File: config.mk
export PLATFORM = sky130hd
export DESIGN_NAME = dac_xfer_ctrl
export DESIGN_NICKNAME = d
export VERILOG_FILES = /design/src/rtl/dac_xfer_pkg.sv /design/src/rtl/dac_trig_sync.sv /design/src/rtl/dac_regfile.sv /design/src/rtl/dac_dma_ctrl.sv /design/src/rtl/dac_xfer_ctrl.sv
export SDC_FILE = /design/constraint.sdc
export NUM_CORES = 1
export LEC_CHECK = 0
export CORE_MARGIN = 8
export CORE_UTILIZATION = 46
export DETAILED_ROUTE_END_ITERATION = 12
export PLACE_DENSITY = 0.81
export REMOVE_ABC_BUFFERS = 1
export SLEW_MARGIN = 20
export SYNTH_ARGS = -nofsm -noshare
export SYNTH_HDL_FRONTEND = slang
export SYNTH_SLANG_ARGS = --single-unit
export TNS_END_PERCENT = 5
File: constraint.sdc
create_clock -name clk -period 2.8 [get_ports clk]
set_input_delay 0.7 -clock clk [delete_from_list [all_inputs] [get_ports clk]]
set_output_delay 0.7 -clock clk [all_outputs]
set_load 0.03 [all_outputs]
File: src/rtl/dac_xfer_pkg.sv
`timescale 1ns/1ps
package dac_xfer_pkg;

    localparam int DATA_W   = 12;
    localparam int BUS_W    = 32;
    localparam int ADDR_W   = 3;
    localparam int N_HW_SRC = 2;
    localparam int IDX_TMR  = 0;
    localparam int IDX_EXT  = 1;

    typedef enum logic [ADDR_W-1:0] {
        REG_CTRL = 3'd0,
        REG_SOFT = 3'd1,
        REG_H12R = 3'd2,
        REG_H12L = 3'd3,
        REG_H8R  = 3'd4,
        REG_OUT  = 3'd5,
        REG_STAT = 3'd6
    } reg_addr_e;

    localparam logic [2:0] SRC_TIMER = 3'b011;
    localparam logic [2:0] SRC_EXT   = 3'b110;
    localparam logic [2:0] SRC_SOFT  = 3'b111;

    typedef struct packed {
        logic       irq_on;
        logic       dma_on;
        logic [2:0] src;
        logic       trig_on;
        logic       chan_on;
    } ctrl_t;

    localparam int CTRL_W = $bits(ctrl_t);

    function automatic logic [DATA_W-1:0] sat_add(input logic [DATA_W-1:0] a,
                                                  input logic [DATA_W-1:0] b);
        logic [DATA_W:0] s;
        s = {1'b0, a} + {1'b0, b};
        return s[DATA_W] ? {DATA_W{1'b1}} : s[DATA_W-1:0];
    endfunction

    function automatic logic [DATA_W-1:0] unpack_hold(input logic [ADDR_W-1:0] a,
                                                      input logic [BUS_W-1:0]  d,
                                                      input logic [DATA_W-1:0] cur);
        case (reg_addr_e'(a))
            REG_H12R: return d[DATA_W-1:0];
            REG_H12L: return d[DATA_W+3:4];
            REG_H8R:  return {{(DATA_W-8){1'b0}}, d[7:0]};
            default:  return cur;
        endcase
    endfunction

    function automatic logic [BUS_W-1:0] pack_hold(input logic [ADDR_W-1:0] a,
                                                   input logic [DATA_W-1:0] h);
        logic [BUS_W-1:0] r;
        r = '0;
        case (reg_addr_e'(a))
            REG_H12R: r[DATA_W-1:0] = h;
            REG_H12L: r[DATA_W+3:4] = h;
            REG_H8R:  r[7:0]        = h[7:0];
            default:  r = '0;
        endcase
        return r;
    endfunction

endpackage

File: src/rtl/dac_trig_sync.sv
`timescale 1ns/1ps
module dac_trig_sync #(
    parameter int N_SRC       = 2,
    parameter int SYNC_STAGES = 2
) (
    input  logic             clk,
    input  logic             rst,
    input  logic [N_SRC-1:0] raw,
    output logic [N_SRC-1:0] rise
);
    localparam int LAST = SYNC_STAGES - 1;

    for (genvar g = 0; g < N_SRC; g++) begin : g_src
        logic [SYNC_STAGES-1:0] chain;
        logic                   prev;

        always_ff @(posedge clk) begin
            if (rst) begin
                chain <= '0;
                prev  <= 1'b0;
            end else begin
                chain[0] <= raw[g];
                for (int i = 1; i < SYNC_STAGES; i++) chain[i] <= chain[i-1];
                prev <= chain[LAST];
            end
        end

        assign rise[g] = chain[LAST] & ~prev;

        // a detected edge is a single-cycle pulse
        p_rise_single_r3: assert property (@(posedge clk) disable iff (rst)
            rise[g] |=> !rise[g]);
    end

endmodule

File: src/rtl/dac_regfile.sv
`timescale 1ns/1ps
module dac_regfile
    import dac_xfer_pkg::*;
(
    input  logic              clk,
    input  logic              rst,
    input  logic              bus_wr,
    input  logic [ADDR_W-1:0] bus_addr,
    input  logic [BUS_W-1:0]  bus_wdata,
    input  logic              sw_done,
    input  logic              udr_flag,
    input  logic [DATA_W-1:0] code,
    output ctrl_t             ctrl,
    output logic              sw_bit,
    output logic [DATA_W-1:0] hold,
    output logic              udr_clr,
    output logic [BUS_W-1:0]  bus_rdata
);
    logic  wr_ctrl, wr_soft, wr_data;
    ctrl_t ctrl_new;

    assign wr_ctrl = bus_wr && (reg_addr_e'(bus_addr) == REG_CTRL);
    assign wr_soft = bus_wr && (reg_addr_e'(bus_addr) == REG_SOFT);
    assign wr_data = bus_wr && ((reg_addr_e'(bus_addr) == REG_H12R) ||
                                (reg_addr_e'(bus_addr) == REG_H12L) ||
                                (reg_addr_e'(bus_addr) == REG_H8R));
    assign udr_clr = bus_wr && (reg_addr_e'(bus_addr) == REG_STAT) && bus_wdata[0];

    always_comb begin
        ctrl_new = ctrl_t'(bus_wdata[CTRL_W-1:0]);
        if (ctrl.chan_on) ctrl_new.src = ctrl.src;
    end

    always_ff @(posedge clk) begin
        if (rst) begin
            ctrl   <= '0;
            sw_bit <= 1'b0;
            hold   <= '0;
        end else begin
            if (wr_ctrl) ctrl <= ctrl_new;
            if (sw_done)      sw_bit <= 1'b0;
            else if (wr_soft) sw_bit <= bus_wdata[0];
            if (wr_data) hold <= unpack_hold(bus_addr, bus_wdata, hold);
        end
    end

    always_comb begin
        bus_rdata = '0;
        case (reg_addr_e'(bus_addr))
            REG_CTRL: bus_rdata[CTRL_W-1:0] = ctrl;
            REG_SOFT: bus_rdata[0]          = sw_bit;
            REG_H12R,
            REG_H12L,
            REG_H8R:  bus_rdata             = pack_hold(bus_addr, hold);
            REG_OUT:  bus_rdata[DATA_W-1:0] = code;
            REG_STAT: bus_rdata[0]          = udr_flag;
            default:  bus_rdata             = '0;
        endcase
    end

    // source field frozen while the channel is enabled
    p_src_locked_r6: assert property (@(posedge clk) disable iff (rst)
        ctrl.chan_on |=> ctrl.src == $past(ctrl.src));

endmodule

File: src/rtl/dac_dma_ctrl.sv
`timescale 1ns/1ps
module dac_dma_ctrl (
    input  logic clk,
    input  logic rst,
    input  logic hw_evt,
    input  logic dma_on,
    input  logic dma_ack,
    input  logic udr_clr,
    output logic dma_req,
    output logic udr_flag
);
    logic blocked;
    logic collide;

    assign collide = hw_evt && !blocked && dma_req && !dma_ack;

    always_ff @(posedge clk) begin
        if (rst) begin
            dma_req  <= 1'b0;
            udr_flag <= 1'b0;
            blocked  <= 1'b0;
        end else begin
            if (collide) begin
                dma_req  <= 1'b0;
                udr_flag <= 1'b1;
                blocked  <= 1'b1;
            end else begin
                if (hw_evt && !blocked) dma_req <= 1'b1;
                else if (dma_ack)       dma_req <= 1'b0;
                if (udr_clr) udr_flag <= 1'b0;
                if (!udr_flag && !dma_on) blocked <= 1'b0;
            end
        end
    end

    // no request may be pending while requests are shut off
    p_blocked_quiet_r8: assert property (@(posedge clk) disable iff (rst)
        blocked |-> !dma_req);

    // the flag only falls on a clear write
    p_flag_sticky_r9: assert property (@(posedge clk) disable iff (rst)
        udr_flag && !udr_clr |=> udr_flag);

    // an acknowledge without a new trigger retires the request
    p_ack_drops_r7: assert property (@(posedge clk) disable iff (rst)
        dma_req && dma_ack && !hw_evt |=> !dma_req);

endmodule

File: src/rtl/dac_xfer_ctrl.sv
`timescale 1ns/1ps
module dac_xfer_ctrl
    import dac_xfer_pkg::*;
#(
    parameter int SYNC_STAGES = 2,
    parameter int TRIG_LAT    = 3
) (
    input  logic              clk,
    input  logic              rst,
    input  logic              bus_wr,
    input  logic [ADDR_W-1:0] bus_addr,
    input  logic [BUS_W-1:0]  bus_wdata,
    output logic [BUS_W-1:0]  bus_rdata,
    input  logic              tmr_evt,
    input  logic              ext_evt,
    input  logic [DATA_W-1:0] wave_ofs,
    input  logic              dma_ack,
    output logic              dma_req,
    output logic              irq,
    output logic [DATA_W-1:0] dac_code
);
    localparam int PIPE_D = TRIG_LAT - 1;

    ctrl_t                ctrl;
    logic                 sw_bit, sw_fire;
    logic [DATA_W-1:0]    hold;
    logic                 udr_clr, udr_flag;
    logic [N_HW_SRC-1:0]  hw_raw, hw_rise;
    logic                 sel_rise, hw_fire;
    logic [PIPE_D-1:0]    pipe;
    logic                 load_trig;
    logic [DATA_W-1:0]    code_q;

    assign hw_raw[IDX_TMR] = tmr_evt;
    assign hw_raw[IDX_EXT] = ext_evt;

    dac_trig_sync #(.N_SRC(N_HW_SRC), .SYNC_STAGES(SYNC_STAGES)) u_sync (
        .clk  (clk),
        .rst  (rst),
        .raw  (hw_raw),
        .rise (hw_rise)
    );

    dac_regfile u_regs (
        .clk       (clk),
        .rst       (rst),
        .bus_wr    (bus_wr),
        .bus_addr  (bus_addr),
        .bus_wdata (bus_wdata),
        .sw_done   (sw_fire),
        .udr_flag  (udr_flag),
        .code      (code_q),
        .ctrl      (ctrl),
        .sw_bit    (sw_bit),
        .hold      (hold),
        .udr_clr   (udr_clr),
        .bus_rdata (bus_rdata)
    );

    always_comb begin
        case (ctrl.src)
            SRC_TIMER: sel_rise = hw_rise[IDX_TMR];
            SRC_EXT:   sel_rise = hw_rise[IDX_EXT];
            default:   sel_rise = 1'b0;
        endcase
    end

    assign hw_fire = ctrl.trig_on && sel_rise;
    assign sw_fire = ctrl.trig_on && (ctrl.src == SRC_SOFT) && sw_bit;

    dac_dma_ctrl u_dma (
        .clk      (clk),
        .rst      (rst),
        .hw_evt   (hw_fire && ctrl.dma_on),
        .dma_on   (ctrl.dma_on),
        .dma_ack  (dma_ack),
        .udr_clr  (udr_clr),
        .dma_req  (dma_req),
        .udr_flag (udr_flag)
    );

    always_ff @(posedge clk) begin
        if (rst) begin
            pipe <= '0;
        end else begin
            pipe[0] <= hw_fire;
            for (int i = 1; i < PIPE_D; i++) pipe[i] <= pipe[i-1];
        end
    end

    assign load_trig = ctrl.trig_on && (pipe[PIPE_D-1] || sw_fire);

    always_ff @(posedge clk) begin
        if (rst)                code_q <= '0;
        else if (!ctrl.trig_on) code_q <= hold;
        else if (load_trig)     code_q <= sat_add(hold, wave_ofs);
    end

    assign dac_code = code_q;
    assign irq      = udr_flag && ctrl.irq_on;

    // a software transfer retires the trigger bit
    p_sw_clears_r5: assert property (@(posedge clk) disable iff (rst)
        sw_fire |=> !sw_bit);

    // triggered mode holds the output between transfers
    p_trig_holds_r3: assert property (@(posedge clk) disable iff (rst)
        ctrl.trig_on && !pipe[PIPE_D-1] && !sw_fire |=> $stable(code_q));

    // a triggered transfer never lands below the held value
    p_no_wrap_r11: assert property (@(posedge clk) disable iff (rst)
        load_trig |=> code_q >= $past(hold));

endmodule

==> impl_metrics.tcl <==
set metrics [dict create \
    outcome "completed" \
    synth_top_area_share_pct 30.42 \
    netlist_area_sq_um 2830 \
    grt_max_degree 20 \
    vias 2807 \
    die_h_um 94.44 \
    cts_sinks 43 \
    arrival_ps 2010 \
    cp_slowest_stage_delay_ps 260 \
    drv_cap 0 \
    combPwrFrac_pct 27.7 \
    yosysMostFrequentCell "dfxtp_1" \
    holdCritPathClass "reg -> reg" \
    crit_path_cell_trace "clkdlybuf4s15_1, buf_4, nor2b_1, buf_4, a22o_1, a22o_1, buf_4" \
    synth_top_cell_by_area "dfxtp_1" \
    num-nets-final 478 \
    rows 28 \
    synthXorXnorAreaFrac_pct 3.404 \
    crit_required_ps 2100 \
    power_density_nw_per_um2 407.6 \
    r2r-end "dac_code[9]" \
    cp.buffers_inverters 4 \
    first_pass_iters 4 \
    yosys-top-cells-count "dfxtp_1, nor2_1, nand2_1" \
    cp_max_fo 10 \
    synthFlopType "dfxtp_1" \
    cts_root_buf "clkbuf_8" \
    r2r_cells 8 \
    cts_tree "done" \
    coreArea_sq_um 5921 \
    antenna_found_initial 0 \
    synth_area_leaders "dfxtp_1, buf_4, ha_1" \
    synth_top_family_by_area "compound AO/OA/AOI/OAI gates" \
    slew_headroom_pct 64.01 \
    post-route-cell-area_sq_um 3714 \
    fin_crit_ps 2712 \
    dp.cells 480 \
    p_total_uw 1514 \
    critical_path.slowest_cell "clkdlybuf4s15_1" \
    drc_errors 0 \
    synth.yosys.seq_area_share_pct 30.42 \
    synth_compound_area_share_pct 27.23 \
    final_cells 488 \
    p_sw_uw 486.7 \
    power_frac_seq_pct 44.1 \
    postRouteWirelength_um 8098 \
    cts.path.max_buffers 2 \
    hold_viol_final 0 \
    critPathTopFamily "buffers and inverters" \
    max_freq_ghz 0.3688 \
    grt_usage_pct 17.33 \
    async_flop_share_pct 0 \
    cts_buffers 5 \
    setup-violations-final 0 \
    die_area_sq_um 8919 \
    syn-mean-instance-area_sq_um 8.499 \
    crit_top_cell "buf_4" \
    clkTransAtPathRegs_ps 80 \
    initial_core_util_pct 47.80 \
    critPathKind "in -> out" \
    synthMuxAreaShare_pct 3.227 \
    maxSlewViolCount 0 \
    period_share_pct 96.84 \
    synth_cell_types 52 \
    grt_pass1_wl_um 12580 \
    vias_per_cell 5.752 \
    place_area_sq_um 3597 \
    drt_iter0_drc 197 \
    fp.dieW_um 94.44 \
    min_to "pipe[1]" \
    cts_hold_buf 0 \
    clock_power_share_pct 28.3 \
    area_delta_synth_final_pct 31.21 \
    place.gp.congestion 0.8622 \
    r2r_slack_ps 580 \
    wl_per_cell_um 16.59 \
    endpoint_kind "output port" \
    hpwlAfterDp_um 6362 \
    io_buffers 66 \
    min_from "pipe[0]" \
    synth_edf_count 0 \
    n_fill_cell 530 \
    clkLatencyLatePin_ps 300 \
    min_path_cells 1 \
    drive_gt1_share_pct 19.61 \
    top_level_ports 99 \
    start_kind "primary input" \
    synthCells 333 \
    internal_power_uw 1027 \
    peakVddDrop_mv 0.4393 \
    synth_fa_ha_area_share_pct 6.012 \
    tightest_slew_ps 539.8 \
    fin_worst_skew_ps 10.78 \
    rsz0062_at_grt "false" \
    cts-htree-levels 2 \
    gr-total-overflow 0 \
    fin_util_pct 62.72 \
    synthSimpleGateAreaFrac_pct 20.60 \
    detail-route-antenna-nets 0 \
    switching_share_pct 32.16 \
    leakage_uw 0.001499 \
    reg2reg_from "u_regs.hold[0]" \
    ys_ff_latch 43 \
    n_antenna_cell 0 \
    grt_pass1_vias 2617 \
    yosysWarnings 0 \
]
[flip-flops by register name (all words and copies together), names as in the netlist]
name,count
u_regs.ctrl,7
u_sync.g_src.chain,4
u_regs.hold,12
u_dma.dma_req,1
pipe,2
dac_code,12
u_regs.sw_bit,1
u_dma.blocked,1
u_dma.udr_flag,1
u_sync.g_src.prev,2
[cells in the final DEF, fill, tap and decap left out, drive strengths merged, types with 11 or more instances in the layout]
| cell | count |
|---|---|
| a21oi | 29 |
| o21ai | 16 |
| nand3 | 12 |
| conb | 16 |
| nor2 | 32 |
| nor2b | 11 |
| dfxtp | 43 |
| nand2 | 30 |
| buf | 46 |
| ha | 12 |
| clkdlybuf4s50 | 48 |
[cells by family after synthesis]
kind of cell               count (synthesis)
other                                      1
xor gates and xnor gates                  11
and+or+nand+nor                          113
buffers and inverters                     39
muxes                                      9
DFF                                       43
adders and majority gates                 13
AOI/OAI and AO/OA                        104
[power by group through the flow]
| stage | clock network (uW) | registers (uW) | logic (uW) |
|---|---|---|---|
| 2_1_floorplan | 0 | 684 | 216 |
| 5_1_grt | 460 | 669 | 450 |
| 3_3_place_gp | 0 | 680 | 404 |
| 3_5_place_dp | 0 | 680 | 413 |
| 4_1_cts | 432 | 666 | 417 |
| 6_report | 428 | 667 | 419 |
[through the flow]
stage | worst slack [ps] | TNS, ps | hold WS (ps)
2_1_floorplan | -84.69 | -262.4 | 413.8
4_1_cts | 82.13 | 0 | 448.0
3_5_place_dp | -293.2 | -4032 | 430.0
6_report | 88.43 | 0 | 444.0
3_3_place_gp | -245.7 | -3178 | 419.5
5_1_grt | 3.399 | 0 | 461.2
[worst max-delay path by stage]
stage / startpoint / cells after the start / slack, ps / end
detailed placement: bus_addr[2] / 8 / -290 / bus_rdata[4]
floorplan: bus_addr[1] / 4 / -80 / bus_rdata[1]
global route: bus_addr[2] / 8 / 3 / bus_rdata[4]
global placement: bus_addr[2] / 8 / -250 / bus_rdata[4]
CTS: bus_addr[2] / 7 / 80 / bus_rdata[10]
finish: bus_addr[2] / 7 / 90 / bus_rdata[10]
[area by class of cell]
cell class	count	area, sq um	area share [%]
Clock buffer	6	82.58	2.224
Clock inverter	2	16.27	0.4380
Multi-Input combinational cell	266	1787	48.11
Sequential cell	43	860.8	23.18
Tap cell	75	93.84	2.527
Timing Repair Buffer	96	873.3	23.52
[per-layer routing]
layer	global-route usage [%]	part of all wire (%)	up-vias
met5	0	0	-
met1	21.25	42	1321
met2	29.03	47	120
met3	4.603	9.6	12
li1	-	-	1354
met4	4.888	1.2	0
[what timing repair did]
| item | CTS | global route |
|---|---|---|
| gates resized for setup | 7 | 2 |
| setup endpoints to repair | 13 | 4 |
| buffers inserted | 0 | 0 |
| pin swaps | 1 | 0 |
(Power assumes the default switching activity.)
